[src/rtl/srx_pkg.sv]
package srx_pkg;
  localparam int unsigned SRX_DW = 8;

  typedef struct packed {
    logic [SRX_DW-1:0] data;
    logic              par_bad;
    logic              frm_bad;
    logic              brk;
  } srx_char_t;

  // length code -> number of data bits (bit 7 and bit 6 are not binary weighted)
  function automatic int unsigned char_bits(input logic [1:0] code);
    case (code)
      2'b00:   return 5;
      2'b10:   return 6;
      2'b01:   return 7;
      default: return 8;
    endcase
  endfunction

  // multiplier code -> ticks per bit
  function automatic int unsigned ticks_per_bit(input logic [1:0] code);
    case (code)
      2'b00:   return 1;
      2'b01:   return 16;
      2'b10:   return 32;
      default: return 64;
    endcase
  endfunction

  // 1 when received parity bit disagrees with the selected sense
  function automatic logic parity_bad(input logic [SRX_DW-1:0] d,
                                      input int unsigned n,
                                      input logic even,
                                      input logic pbit);
    logic acc;
    acc = pbit;
    for (int i = 0; i < SRX_DW; i++)
      if (i < int'(n)) acc ^= d[i];
    return even ? acc : ~acc;
  endfunction
endpackage

[src/rtl/srx_sync.sv]
module srx_sync #(
  parameter int unsigned STAGES = 2
) (
  input  logic clk,
  input  logic rst_n,
  input  logic din,
  output logic dout
);
  logic [STAGES-1:0] pipe;

  generate
    for (genvar s = 0; s < STAGES; s++) begin : g_stage
      always_ff @(posedge clk or negedge rst_n) begin
        if (!rst_n) pipe[s] <= 1'b1;
        else if (s == 0) pipe[s] <= din;
        else pipe[s] <= pipe[(s == 0) ? 0 : s-1];
      end
    end
  endgenerate

  assign dout = pipe[STAGES-1];
endmodule

[src/rtl/srx_frame.sv]
module srx_frame
  import srx_pkg::*;
#(
  parameter int unsigned DW      = SRX_DW,
  parameter int unsigned MAX_TPB = 64
) (
  input  logic       clk,
  input  logic       rst_n,
  input  logic       tick,
  input  logic       line,
  input  logic       en,
  input  logic [1:0] len_code,
  input  logic       par_en,
  input  logic       par_even,
  input  logic [1:0] mult_code,
  output logic       done_evt,
  output srx_char_t  chr,
  output logic       brk_end_evt
);
  localparam int unsigned CW = $clog2(MAX_TPB);
  localparam int unsigned BW = $clog2(DW);

  typedef enum logic [2:0] {S_IDLE, S_START, S_DATA, S_PAR, S_STOP, S_HOLD} st_t;

  st_t             st;
  logic [CW-1:0]   cnt;
  logic [BW-1:0]   bitn;
  logic [DW-1:0]   shreg;
  logic            pbit;
  logic            brk_active;

  logic [CW-1:0]   tpb_m1, half_m1;
  logic [BW-1:0]   last_bit;
  logic            single_tick;
  logic            at_sample, at_mid;
  logic            is_brk;

  always_comb begin
    tpb_m1      = CW'(ticks_per_bit(mult_code) - 1);
    half_m1     = CW'(ticks_per_bit(mult_code) / 2 - 1);
    single_tick = (ticks_per_bit(mult_code) == 1);
    last_bit    = BW'(char_bits(len_code) - 1);
    at_sample   = tick && (cnt == tpb_m1);
    at_mid      = tick && (cnt == half_m1);
    is_brk      = (shreg == '0) && !line && !(par_en && pbit);
  end

  always_ff @(posedge clk or negedge rst_n) begin
    if (!rst_n) begin
      st <= S_IDLE; cnt <= '0; bitn <= '0; shreg <= '0; pbit <= 1'b0;
      brk_active <= 1'b0; done_evt <= 1'b0; brk_end_evt <= 1'b0; chr <= '0;
    end else begin
      done_evt    <= 1'b0;
      brk_end_evt <= 1'b0;
      if (!en) begin
        st <= S_IDLE; cnt <= '0; brk_active <= 1'b0;
      end else if (tick) begin
        case (st)
          S_IDLE: if (!line) begin
            cnt <= '0; bitn <= '0; shreg <= '0; pbit <= 1'b0;
            st  <= single_tick ? S_DATA : S_START;
          end
          S_START: begin
            if (at_mid) begin
              cnt <= '0;
              st  <= line ? S_IDLE : S_DATA;
            end else cnt <= cnt + 1'b1;
          end
          S_DATA: begin
            if (at_sample) begin
              cnt         <= '0;
              shreg[bitn] <= line;
              bitn        <= bitn + 1'b1;
              if (bitn == last_bit) st <= par_en ? S_PAR : S_STOP;
            end else cnt <= cnt + 1'b1;
          end
          S_PAR: begin
            if (at_sample) begin
              cnt <= '0; pbit <= line; st <= S_STOP;
            end else cnt <= cnt + 1'b1;
          end
          S_STOP: begin
            if (at_sample) begin
              cnt          <= '0;
              done_evt     <= 1'b1;
              chr.data     <= shreg;
              chr.par_bad  <= par_en && parity_bad(shreg, char_bits(len_code), par_even, pbit);
              chr.frm_bad  <= !line;
              chr.brk      <= is_brk;
              brk_active   <= is_brk;
              st           <= line ? S_IDLE : S_HOLD;
            end else cnt <= cnt + 1'b1;
          end
          S_HOLD: if (line) begin
            st          <= S_IDLE;
            brk_end_evt <= brk_active;
            brk_active  <= 1'b0;
          end
          default: st <= S_IDLE;
        endcase
      end
    end
  end
endmodule

[src/rtl/srx_status.sv]
module srx_status
  import srx_pkg::*;
#(
  parameter int unsigned DW = SRX_DW
) (
  input  logic          clk,
  input  logic          rst_n,
  input  logic          done_evt,
  input  srx_char_t     chr,
  input  logic          brk_end_evt,
  input  logic          rd_strobe,
  input  logic          err_clear,
  output logic [DW-1:0] rx_data,
  output logic          rx_ready,
  output logic          brk_flag,
  output logic          par_err,
  output logic          ovr_err,
  output logic          frm_err,
  output logic          brk_evt
);
  logic overrun_now;
  assign overrun_now = done_evt && rx_ready && !rd_strobe;

  always_ff @(posedge clk or negedge rst_n) begin
    if (!rst_n) begin
      rx_data <= '0; rx_ready <= 1'b0; brk_flag <= 1'b0; par_err <= 1'b0;
      ovr_err <= 1'b0; frm_err <= 1'b0; brk_evt <= 1'b0;
    end else begin
      brk_evt <= (done_evt && chr.brk) || brk_end_evt;
      if (done_evt) begin
        rx_data  <= chr.data;
        rx_ready <= 1'b1;
        frm_err  <= chr.frm_bad;
      end else if (rd_strobe) rx_ready <= 1'b0;

      if (done_evt && chr.par_bad) par_err <= 1'b1;
      else if (err_clear)          par_err <= 1'b0;

      if (overrun_now)    ovr_err <= 1'b1;
      else if (err_clear) ovr_err <= 1'b0;

      if (done_evt && chr.brk) brk_flag <= 1'b1;
      else if (brk_end_evt)    brk_flag <= 1'b0;
    end
  end
endmodule

[src/rtl/serial_rx_core.sv]
module serial_rx_core
  import srx_pkg::*;
#(
  parameter int unsigned DW          = SRX_DW,
  parameter int unsigned MAX_TPB     = 64,
  parameter int unsigned SYNC_STAGES = 2
) (
  input  logic          clk,
  input  logic          rst_n,
  input  logic          tick,
  input  logic          rx_line,
  input  logic [7:0]    rx_ctrl,
  input  logic [7:0]    rx_mode,
  input  logic          rd_strobe,
  input  logic          err_clear,
  output logic [DW-1:0] rx_data,
  output logic          rx_ready,
  output logic          brk_flag,
  output logic          par_err,
  output logic          ovr_err,
  output logic          frm_err,
  output logic          brk_evt
);
  logic      line_s;
  logic      done_evt;
  logic      brk_end_evt;
  srx_char_t chr;
  logic      unused_cfg;

  assign unused_cfg = ^{rx_ctrl[5:1], rx_mode[5:2]};

  srx_sync #(.STAGES(SYNC_STAGES)) u_sync (
    .clk(clk), .rst_n(rst_n), .din(rx_line), .dout(line_s)
  );

  srx_frame #(.DW(DW), .MAX_TPB(MAX_TPB)) u_frame (
    .clk(clk), .rst_n(rst_n), .tick(tick), .line(line_s),
    .en(rx_ctrl[0]), .len_code(rx_ctrl[7:6]),
    .par_en(rx_mode[0]), .par_even(rx_mode[1]), .mult_code(rx_mode[7:6]),
    .done_evt(done_evt), .chr(chr), .brk_end_evt(brk_end_evt)
  );

  srx_status #(.DW(DW)) u_status (
    .clk(clk), .rst_n(rst_n), .done_evt(done_evt), .chr(chr),
    .brk_end_evt(brk_end_evt), .rd_strobe(rd_strobe), .err_clear(err_clear),
    .rx_data(rx_data), .rx_ready(rx_ready), .brk_flag(brk_flag),
    .par_err(par_err), .ovr_err(ovr_err), .frm_err(frm_err), .brk_evt(brk_evt)
  );
endmodule

[config.mk]
export PLATFORM = sky130hd
export DESIGN_NAME = serial_rx_core
export DESIGN_NICKNAME = d
export VERILOG_FILES = /design/src/rtl/srx_pkg.sv /design/src/rtl/srx_sync.sv /design/src/rtl/srx_frame.sv /design/src/rtl/srx_status.sv /design/src/rtl/serial_rx_core.sv
export SDC_FILE = /design/constraint.sdc
export NUM_CORES = 1
export LEC_CHECK = 0
export BUFFER_PORTS_ARGS = -buffer_cell sky130_fd_sc_hd__buf_2
export CAP_MARGIN = 20
export CORE_MARGIN = 3
export CORE_UTILIZATION = 50
export DETAILED_ROUTE_END_ITERATION = 16
export GPL_ROUTABILITY_DRIVEN = 1
export HOLD_SLACK_MARGIN = 0.03
export PLACE_DENSITY = 0.74
export SYNTH_ARGS = -nofsm -noshare
export SYNTH_HDL_FRONTEND = slang
export SYNTH_HIERARCHICAL = 1
export SYNTH_SLANG_ARGS = --single-unit
[constraint.sdc]
create_clock -name clk -period 4.4 [get_ports clk]
set_clock_uncertainty 0.05 [all_clocks]
set_input_delay 0.88 -clock clk [delete_from_list [all_inputs] [get_ports clk]]
set_output_delay 0.88 -clock clk [all_outputs]
set_load 0.02 [all_outputs]
== Word-level counts from Yosys, hierarchy flattened ==
Cells that the tools add are included.
Word-level totals
  bits in registers: 51
  bits in latches: 0
  RAM bits: 0
  memory bits (read-only): 0
  input port bits: 22
  output and inout bits: 14
  word-level logic and storage cells: 202
  memories: 0
Cells by class
  $add $sub $neg: 5
  multipliers: 0
  divide/modulo/power cells: 0
  $lt $le $gt $ge: 10
  equality and inequality tests: 26
  shifts and indexed selects: 0
  multiplexer cells: 99
  bitwise gates (word level): 9
  reductions and logical operators: 32
Operators with widths (count)
  $lt A4 B32 Y1 const A: 4
  $mux W32: 4
  $lt A3 B32 Y1 const A: 2
  $mux W1: 63
  $mux W3: 13
  $lt A1 B32 Y1 const A: 1
  $lt A2 B32 Y1 const A: 1
  $mux W6: 5
  $pmux W7 S3: 1
  $pmux W3 S6: 1
  $pmux W6 S3: 1
  $mux W8: 2
  $pmux W8 S2: 1
  $ne A3 B2 Y1 const B: 5
  $eq A6 B6 Y1: 2
  $pmux W4 S3: 1
  $reduce_bool A2 Y1: 6
  $sub A6 B1 Y6 const B: 2
  $logic_and A1 B1 Y1: 11
  $reduce_and A5 Y1: 2
  $bwmux W8: 1
  $logic_not A8 Y1: 1
  $reduce_and A4 Y1: 2
  $reduce_and A8 Y1: 1
  other kinds (29): 48

== Depth between registers and ports, before layout ==
Gate-level depths: netlist of run 1.
  depth after elaboration: 60
  depth in mapped cells: 9
  mapped depth without buffers: 7

== Hierarchy ==
The synthesis of run 1 kept the hierarchy.
Modules (own cells, without submodules)
  srx_frame: times used 1, cells an instance 244, area an instance 2263.4 µm²
  srx_status: times used 1, cells an instance 33, area an instance 544.3 µm²
  srx_sync: times used 1, cells an instance 2, area an instance 52.6 µm²

== Worst setup path after synthesis of run 1 ==
No wires, ideal clock.
  path type: input port to flip-flop
  start point: input rx_mode[7]
  end point: register u_frame/chr[7] (netlist name)
  arrival time: 2614 ps
  data required time: 4225 ps
  path slack: 1611 ps
  stages on the path: 8
  path through: inv_1 ha_1 xnor2_1 or4_4 a211o_1 buf_6 buf_8 mux2_4
Between the ends
  cells in the longest elaborated chain, start to end: 6
  elaborated cells on any way between the ends: 8
RTL lines
  start, declared: RTL line serial_rx_core.sv:13  | input logic [7:0] rx_mode,
  $eq A2 B2 Y1, or another cell as far along: RTL line srx_pkg.sv:23  | case (code)
  $pmux W7 S3 *
  $sub A6 B1 Y6 *: RTL line srx_frame.sv:39  | tpb_m1 = CW'(ticks_per_bit(mult_code) - 1);
  $eq A6 B6 Y1 *: RTL line srx_frame.sv:43  | at_sample = tick && (cnt == tpb_m1);
  $logic_and A1 B1 Y1 *: RTL line srx_frame.sv:43
  $reduce_and A4 Y1 (no source line) *
Mark *: on every way between the ends. The rest lies on a longest branch, timed or not.
A chain may end at the register's enable or synchronous reset.

== Worst setup path in the final report of run 1 ==
  start point: input rx_mode[7]
  end point: register u_frame/chr[7] (netlist name)
Between the ends
  cells in the longest elaborated chain, start to end: 6
  elaborated cells on any way between the ends: 8
RTL lines (RTL line)
  $eq A2 B2 Y1, or another cell as far along: srx_pkg.sv:23
  $pmux W7 S3 *
  $sub A6 B1 Y6 *: srx_frame.sv:39
  $eq A6 B6 Y1 *: srx_frame.sv:43
  $logic_and A1 B1 Y1 *: srx_frame.sv:43
  $reduce_and A4 Y1 (no source line) *
Marked as above.

==> results of run 1 <==
[through the flow]
step           power, uW  setup slack [ns]
6_report             922              1.70
5_1_grt              974              1.53
4_1_cts              928              1.71
3_5_place_dp         642              1.39
3_3_place_gp         638              1.42
2_1_floorplan        603              1.61
[cells in the final DEF (no fill, tap or decap), types with 4 or more instances in the layout]
master | netlist | final
nand2_1 | 34 | 34
nand2b_1 | 5 | 5
clkbuf_8 | 0 | 6
nand3_1 | 11 | 11
o21ai_0 | 15 | 15
mux2_2 | 10 | 10
mux2i_1 | 5 | 5
xor2_1 | 4 | 4
xnor2_1 | 13 | 13
nor2b_1 | 7 | 7
ha_1 | 9 | 9
nor4_1 | 4 | 4
nor3_1 | 4 | 4
a21oi_1 | 7 | 7
inv_1 | 16 | 16
mux2_4 | 8 | 8
nor2_1 | 11 | 11
a32o_1 | 5 | 5
buf_2 | 0 | 26
dfrtp_1 | 49 | 49
[per-layer routing]
| layer | GRT usage | up-vias |
|---|---|---|
| met4 | 0.0399 | 0 |
| li1 | - | 1017 |
| met1 | 0.235 | 1023 |
| met5 | 0 | - |
| met3 | 0.0296 | 8 |
| met2 | 0.320 | 70 |
[area by class of cell]
cell class	count	area, sq um
fill	462	2190
multi-input combinational	198	1440
sequential	51	1280
timing repair buffer	27	150
tap	70	87.6
clock buffer	6	82.6
inverter	16	60.1
clock inverter	2	16.3
[power groups by stage]
| stage | registers, uW | clock network, uW | logic [uW] |
|---|---|---|---|
| final | 509 | 285 | 128 |
| after global routing | 512 | 318 | 143 |
| after global placement | 516 | 0 | 122 |
| after floorplan | 500 | 0 | 103 |
| after detailed placement | 517 | 0 | 125 |
| after CTS | 508 | 295 | 126 |
[logic make-up after synthesis]
group / share of synthesized area
simple gates: 0.161
compound gates: 0.153
flops: 0.447
buf+inv: 0.0490
mux: 0.0989
xor+xnor: 0.0521
fa+ha+maj: 0.0394
[sequential cells by signal, summed over array words and instances (netlist names), 3 cells and up]
signal,count
u_frame/chr,11
u_frame/shreg,8
u_status/rx_data,8
u_frame/cnt,6
u_frame/bitn,3
u_frame/st,3
[worst paths after layout]
| kind | start | endpoint | slack (ns) |
|---|---|---|---|
| setup / recovery | rx_mode[7] | u_frame/chr[7] | 1.70 |
| hold / removal | u_sync/pipe[0] | u_sync/dout | 0.31 |
| setup reg to reg | u_frame/st[1] | u_frame/st[2] | 1.94 |
| hold reg to reg | u_sync/pipe[0] | u_sync/dout | 0.31 |
| max in group asynchronous | rst_n | u_sync/pipe[0] | 3.28 |
| min in group asynchronous | rst_n | u_frame/done_evt | 0.43 |
==> summary.txt, run 1 <==
status: finished clean
Syn-to-layout area delta: 8.97%
hold-fix buffers at CTS: 0
Placer Congestion: 0.854
final period utilization: 0.613
Antenna diodes: 0
top-count cell post-synth: dfrtp_1
drt wl/cell: 14.9 um
# nets final: 330
largest net degree at the start of global routing: 52
CTS tree: done
kind of critical path: in -> reg
placed cell area: 3000 sq um
Worst Path Arrival: 2.85 ns
initial antenna violation count: 0
Worst-Skew Late Latency: 0.30 ns
CTS buffer count: 5
max frequency: 371 MHz
die height: 81.6 um
CP max-delay cell: a211o_1
asr flop ratio synth: 1.00
HPWL Detailed: 3950 um
CP Buf/Inv Count: 2
io pins: 36
setup violators final: 0
Synth area leaders: dfrtp_1 (43%), nand2_1 (4.5%), mux2_4 (4.2%)
crit path cell chain: buf_2, inv_1, ha_1, nor3b_1, nand4b_1, a211o_1, mux2_4
Primary FF master, synth: dfrtp_1
crit start category: primary input
Layout Cells excl Fill: 370
path depth of the worst reg2reg path: 5
RSZ-0062 raised after global routing: no
Clock power frac: 0.309
Final min period: 2.70 ns
CP endpoint kind: flip-flop
WP depth: 7
worst hold path stage count: 0
design area: 3120 sq um
Slew headroom: 0.603
final hold violation count: 0
sequential cell fraction of total power: 0.552
Combinational Power Share: 0.139
clk buf depth: 2
max incr delay on CP: 0.57 ns
clk slew on worst S/H paths: 0.09 ns
postcts setup bufs: 0
WL met2: 2690 um
worst-case vdd ir drop: 0.149 mV
switching part of the total: 0.285
Via density: 5.72
PwrDens: 296 nW/um^2
Avg Cell Area, Syn: 10.3 sq um
Die X: 81.6 um
Placed Cells: 361
starting DRC count in detailed routing: 115
cell taking the most area after synthesis: dfrtp_1
Met1 Wirelength: 2490 um
Syn Nets: 310
number of port buffers: 26
Lkg Pwr: 0.00144 uW
P_int: 659 uW
CP delay by family, top: simple AND/OR/NAND/NOR gates
# rows: 26
HP Class: reg -> reg
layout cells sized above 1: 0.213
Yosys warnings: 6
# Max-Cap Violations: 0
final core occ: 0.588
Critical Path RT: 4.55 ns
Initial Util: 0.539
floorplan core area: 5300 sq um
Slew @ Worst Pin: 0.595 ns
vias in the first global route: 2056
Max FO, Critical Path: 16
synth unique cells: 57
H-tree levels: 2
global-route wire length before repair: 9560 um
routed vias: 2118
Sw Pwr: 263 uW
worst hold margin: 0.308 ns
GR Overflow Total: 0
Pre-antenna DRT Iters: 4
part of the Yosys area used for sequential elements: 0.447
Final TNS setup: 0 ns
DR top layer: met4
Netlist Area Pre-Place: 2860 sq um
Antenna Nets Post-Route: 0
clock sink count: 51
Final Max Tran Viols: 0
die area: 6660 sq um
gr usage total: 0.182
share of Yosys cell area claimed by the top area cell type: 0.429
Post-synth EDFFs: 0
met3 WL: 291 um
DRC viols: 0
cells after synthesis: 279
Post-synth top cells: dfrtp_1 (49), nand2_1 (34), inv_1 (16)
Synth Register Bits: 51
clock root buffer: clkbuf_8
# resized after CTS: 0
final wirelength: 5520 um
(Power assumes the default switching activity.)
==> inputs of run 2 (changes only) <==
- PLACE_DENSITY: 0.74 -> 0.77
- clock period: 4.4 -> 2.3 ns (I/O delays scaled with it)
==> run 2 against run 1 <==
Clock power increased by 110%. Sequential power rose by 87%. Cell count rose by 8.1%. Worst hold slack got worse by 0.11 ns. Non-clock buffer count increased by 31. Count of clock-buffer cells in the layout down 1. Routed wire length is 4.5% higher. Critical endpoint is now u_frame/shreg[1]. Die area unchanged. Global-route usage is 1.4 points higher. Combinational power is 150% higher. Register-to-register slack got worse by 1.8 ns. Critical path type unchanged.
==> summary.txt, run 2 (same netlist as run 1, synthesis figures left out) <==
setup violators final: 0
final hold violation count: 0
final period utilization: 0.943
max incr delay on CP: 0.49 ns
P_int: 1370 uW
Syn-to-layout area delta: 18.4%
CP delay by family, top: compound AO/OA/AOI/OAI gates
GR Overflow Total: 0
floorplan core area: 5300 sq um
crit path cell chain: buf_2, inv_1, ha_2, xnor2_2, buf_4, nor4_1, buf_4, o21ai_2, a2111oi_4, a22o_1
starting DRC count in detailed routing: 125
vias in the first global route: 2167
drt wl/cell: 14.4 um
postcts setup bufs: 0
worst-case vdd ir drop: 0.247 mV
switching part of the total: 0.266
# Max-Cap Violations: 0
Max FO, Critical Path: 4
CP Launch Point: rx_mode[7]
Die X: 81.6 um
# rows: 26
clk buf depth: 2
H-tree levels: 2
Lkg Pwr: 0.00160 uW
routed vias: 2220
Critical Path RT: 2.49 ns
Clock power frac: 0.322
crit start category: primary input
hold-fix buffers at CTS: 0
design area: 3390 sq um
CP Buf/Inv Count: 4
Pre-antenna DRT Iters: 4
Slew @ Worst Pin: 0.625 ns
most common cell after layout, fill and taps aside: dfrtp_1
placed cell area: 3280 sq um
Initial Util: 0.539
clock root buffer: clkbuf_8
clock sink count: 51
Biggest register: u_frame/chr
r2r startpoint: u_frame/st[2]
Antenna Nets Post-Route: 0
final wirelength: 5770 um
number of port buffers: 26
Worst Path Arrival: 2.36 ns
layout cells sized above 1: 0.297
DRC viols: 0
Combinational Power Share: 0.169
Final Max Tran Viols: 0
Final min period: 2.17 ns
status: finished clean
# resized after CTS: 0
CP most frequent cell: buf_4
# nets final: 361
max reg flops: 11
CP max-delay cell: a2111oi_4
register area: 1280 sq um
Slew headroom: 0.584
largest net degree at the start of global routing: 52
clk slew on worst S/H paths: 0.09 ns
PwrDens: 551 nW/um^2
# fillers: 438
global-route wire length before repair: 10100 um
die area: 6660 sq um
area of the multi-input gates: 1470 sq um
Placer Congestion: 0.885
CTS buffer count: 5
kind of critical path: in -> reg
CP endpoint kind: flip-flop
die height: 81.6 um
Antenna diodes: 0
sequential cell fraction of total power: 0.509
HPWL Detailed: 4270 um
Via density: 5.55
gr usage total: 0.195
worst hold margin: 0.195 ns
registers with the most flip-flops: u_frame/chr (11), u_frame/shreg (8), u_status/rx_data (8)
initial antenna violation count: 0
HP Class: in -> async
CTS tree: done
max frequency: 461 MHz
Sw Pwr: 497 uW
io pins: 36
most frequent cells in the layout: dfrtp_1 (49), nand2_1 (34), buf_4 (31), buf_2 (26), inv_1 (16)
RSZ-0062 raised after global routing: no
Worst-Skew Late Latency: 0.30 ns
==> run 2: cell types whose count changed in the layout (fill, tap and decap cells not counted), sizes merged <==
cell	delta
bufinv	+1
clkbuf	-1
clkinv	-1
buf	+31
==> run 2: stage by stage <==
stage	TNS (ns)	utilization	cells	total power, uW	worst slack [ns]
2_1_floorplan	-0.00875	-	279	1150	-0.00875
3_3_place_gp	-0.986	0.619	393	1270	-0.0894
3_5_place_dp	-1.67	0.619	393	1280	-0.165
4_1_cts	0	0.639	400	1890	0.146
5_1_grt	0	0.639	400	1970	0.0235
6_report	0	0.639	400	1870	0.131
==> run 2: power groups by stage <==
stage / clock [uW] / sequential (uW) / combinational (uW)
floorplan: 0 / 956 / 199
global placement: 0 / 967 / 305
detailed placement: 0 / 967 / 311
CTS: 620 / 950 / 317
global route: 663 / 955 / 354
finish: 602 / 951 / 315
==> run 2: final cells by class <==
class	instances	area share
timing repair buffer	58	0.113
sequential	51	0.378
inverter	16	0.0177
clock inverter	2	0.0111
clock buffer	5	0.0203
tap	70	0.0259
multi-input combinational	198	0.434
==> run 2: per-layer routing <==
| layer | GRT usage | part of all wire |
|---|---|---|
| met1 | 0.257 | 0.46 |
| met3 | 0.0373 | 0.047 |
| met2 | 0.329 | 0.48 |
| met4 | 0.0548 | 0.012 |
| met5 | 0 | 0 |
==> run 2: path summary, 6_finish.rpt <==
check | end | slack, ns | depth (start not counted)
max reg2reg | u_frame/st[1] | 0.15 | 5
max in group asynchronous | u_status/rx_data[4] | 1.58 | 2
min in group clk | u_sync/pipe[0] | 0.20 | 1
max | u_frame/shreg[1] | 0.13 | 10
min reg2reg | u_sync/dout | 0.31 | 0
min | u_status/rx_data[7] | 0.20 | 2
==> inputs of run 3 (changes only) <==
- ABC_AREA: default -> 1
- CAP_MARGIN: 20 -> 5
==> run 3 against run 2 <==
Synthesized cell count rose by 42%. Sequential share of layout area is 1.1 points higher. Maximum frequency increased by 19%.
==> summary.txt, run 3 <==
status: finished clean
Worst-Skew Late Latency: 0.31 ns
CTS buffer count: 5
CTS tree: done
worst-case vdd ir drop: 0.266 mV
DRC viols: 0
clock sink count: 51
number of port buffers: 26
Primary FF master, synth: dfrtp_1
Critical Path RT: 2.45 ns
synth unique cells: 29
starting DRC count in detailed routing: 145
die height: 83.1 um
simple-gate share of the synthesized area: 0.354
Synth Area in Adders: 0.0378
design area: 3290 sq um
registers with the most flip-flops: u_frame/chr (11), u_frame/shreg (8), u_status/rx_data (8)
R2R Path End: u_frame/st[0]
crit start category: primary input
final period utilization: 0.795
largest family of logic cells by synthesized area: simple AND/OR/NAND/NOR gates
# rows: 27
switching part of the total: 0.268
Antenna Nets Post-Route: 0
Final TNS setup: 0 ns
Sw Pwr: 484 uW
global-route wire length before repair: 10100 um
# Max-Cap Violations: 0
HP Class: in -> async
Slew @ Worst Pin: 0.607 ns
Initial Util: 0.527
xor/xnor share of the synthesized area: 0.0294
max frequency: 547 MHz
clk slew on worst S/H paths: 0.10 ns
flop-to-flop setup slack: 0.48 ns
placed cell area: 3180 sq um
clk buf depth: 2
Placer Congestion: 0.825
part of the Yosys area used for sequential elements: 0.430
Final min period: 1.83 ns
Worst Path Arrival: 1.98 ns
routed vias: 2510
CP endpoint kind: flip-flop
Syn-to-layout area delta: 10.5%
met3 WL: 296 um
Biggest register: u_frame/chr
most frequent cells in the layout: nand2_1 (150), dfrtp_1 (49), inv_1 (39), nand3_1 (30), buf_2 (26)
CP most frequent cell: nand2_1
compound-cell area share of the yosys netlist: 0.0669
floorplan core area: 5640 sq um
Syn Nets: 428
Max FO, Critical Path: 21
io pins: 36
H-tree levels: 2
max incr delay on CP: 0.23 ns
PwrDens: 549 nW/um^2
Antenna diodes: 0
Final Max Tran Viols: 0
gr usage total: 0.173
Via density: 5.06
die area: 6910 sq um
Yosys warnings: 6
clock root buffer: clkbuf_8
Post-synth EDFFs: 0
asr flop ratio synth: 1.00
RSZ-0062 raised after global routing: no
sequential cell fraction of total power: 0.516
Met1 Wirelength: 2560 um
most common cell after layout, fill and taps aside: nand2_1
HPWL Detailed: 4300 um
GR Overflow Total: 0
Synth Register Bits: 51
final hold violation count: 0
mux share of post-synthesis cell area: 0
largest net degree at the start of global routing: 30
Avg Cell Area, Syn: 7.49 sq um
share of Yosys cell area claimed by the top area cell type: 0.412
postcts setup bufs: 0
WL met2: 2720 um
vias in the first global route: 2360
Slew headroom: 0.596
Die X: 83.1 um
path depth of the worst reg2reg path: 10
layout cells sized above 1: 0.175
r2r startpoint: u_frame/cnt[0]
P_int: 1320 uW
CP delay by family, top: simple AND/OR/NAND/NOR gates
Post-synth top cells: nand2_1 (150), dfrtp_1 (49), inv_1 (39)
Combinational Power Share: 0.140
kind of critical path: in -> reg
initial antenna violation count: 0
Clock power frac: 0.344
DR top layer: met4
Lkg Pwr: 0.00173 uW
cell taking the most area after synthesis: dfrtp_1
drt wl/cell: 11.4 um
Synth area leaders: dfrtp_1 (41%), nand2_1 (19%), nand3_1 (5.0%)
# nets final: 454
CP max-delay cell: ha_1
CP Buf/Inv Count: 4
crit path cell chain: buf_2, inv_1, ha_1, inv_2, nand2_1, nand2_1, nand2_1, nand2_1, nor2_2, nand3_2, nor2_2, nand2_2, buf_12, nand2_1, o21ai_2
Netlist Area Pre-Place: 2980 sq um
Pre-antenna DRT Iters: 4
final wirelength: 5640 um
top-count cell post-synth: nand2_1
setup violators final: 0
hold-fix buffers at CTS: 0
max reg flops: 11
# resized after CTS: 0
cells after synthesis: 397
[run 3: cell types whose count changed after synthesis, moves of 8 or more]
cell,delta
nand2_1,+116
inv_1,+23
nand3_1,+19
nand2_2,+11
nand4_1,+11
xnor2_1,-11
mux2_2,-10
mux2_4,-8
nor2_1,+8
o21ai_2,+8
[run 3: per-layer routing]
layer  vias up  track usage
met5         -            0
met4         0       0.0446
met3         5       0.0278
met2        56        0.303
met1      1142        0.221
li1       1307            -
[run 3: logic make-up after synthesis]
family | after synthesis
AO/OA/AOI/OAI | 30
XOR/XNOR | 10
adder cells (fa/ha/maj) | 9
buffers and inverters | 55
flip-flops | 51
AND/OR/NAND/NOR | 242
[run 3: power groups by stage]
stage / clock network (uW) / logic (uW) / registers [uW]
global placement: 0 / 243 / 949
global route: 681 / 289 / 935
CTS: 641 / 253 / 931
finish: 620 / 252 / 932
floorplan: 0 / 183 / 936
detailed placement: 0 / 252 / 949
[run 3: how the worst max path moves through the flow]
stage | end | startpoint | slack [ns] | cells after the start
global placement | u_frame/chr[8] | rx_mode[7] | 0.22 | 15
floorplan | u_frame/chr[9] | rx_mode[7] | 0.50 | 14
detailed placement | u_frame/chr[8] | rx_mode[7] | 0.16 | 15
global route | u_frame/st[0] | u_frame/cnt[0] | 0.25 | 10
CTS | u_frame/chr[8] | rx_mode[7] | 0.48 | 15
finish | u_frame/chr[8] | rx_mode[7] | 0.47 | 15
[run 3: metrics by stage]
| step | total power [uW] | util | cells | setup WS [ns] | hold WS (ns) |
|---|---|---|---|---|---|
| 6_report | 1800 | 0.583 | 496 | 0.470 | 0.105 |
| 3_5_place_dp | 1200 | 0.563 | 488 | 0.163 | 0.298 |
| 4_1_cts | 1830 | 0.583 | 496 | 0.482 | 0.114 |
| 3_3_place_gp | 1190 | 0.563 | 488 | 0.223 | 0.296 |
| 5_1_grt | 1900 | 0.583 | 496 | 0.249 | 0.141 |
| 2_1_floorplan | 1120 | - | 397 | 0.503 | 0.114 |
[run 3: worst register-to-register path, delay by kind of cell (launching register included)]
| family | cells | cell delay (ns) |
|---|---|---|
| simple gates | 6 | 0.66 |
| buf+inv | 1 | 0.06 |
| compound gates | 2 | 0.27 |
| flops | 1 | 0.44 |
| fa+ha+maj | 1 | 0.23 |
[run 3: area by class of cell]
cell class | instances | area [sq um]
Fill cell | 500 | 2350
Multi-Input combinational cell | 291 | 1450
Sequential cell | 51 | 1280
Timing Repair Buffer | 31 | 193
Inverter | 43 | 161
Tap cell | 72 | 90.1
Clock buffer | 5 | 68.8
Clock inverter | 3 | 43.8
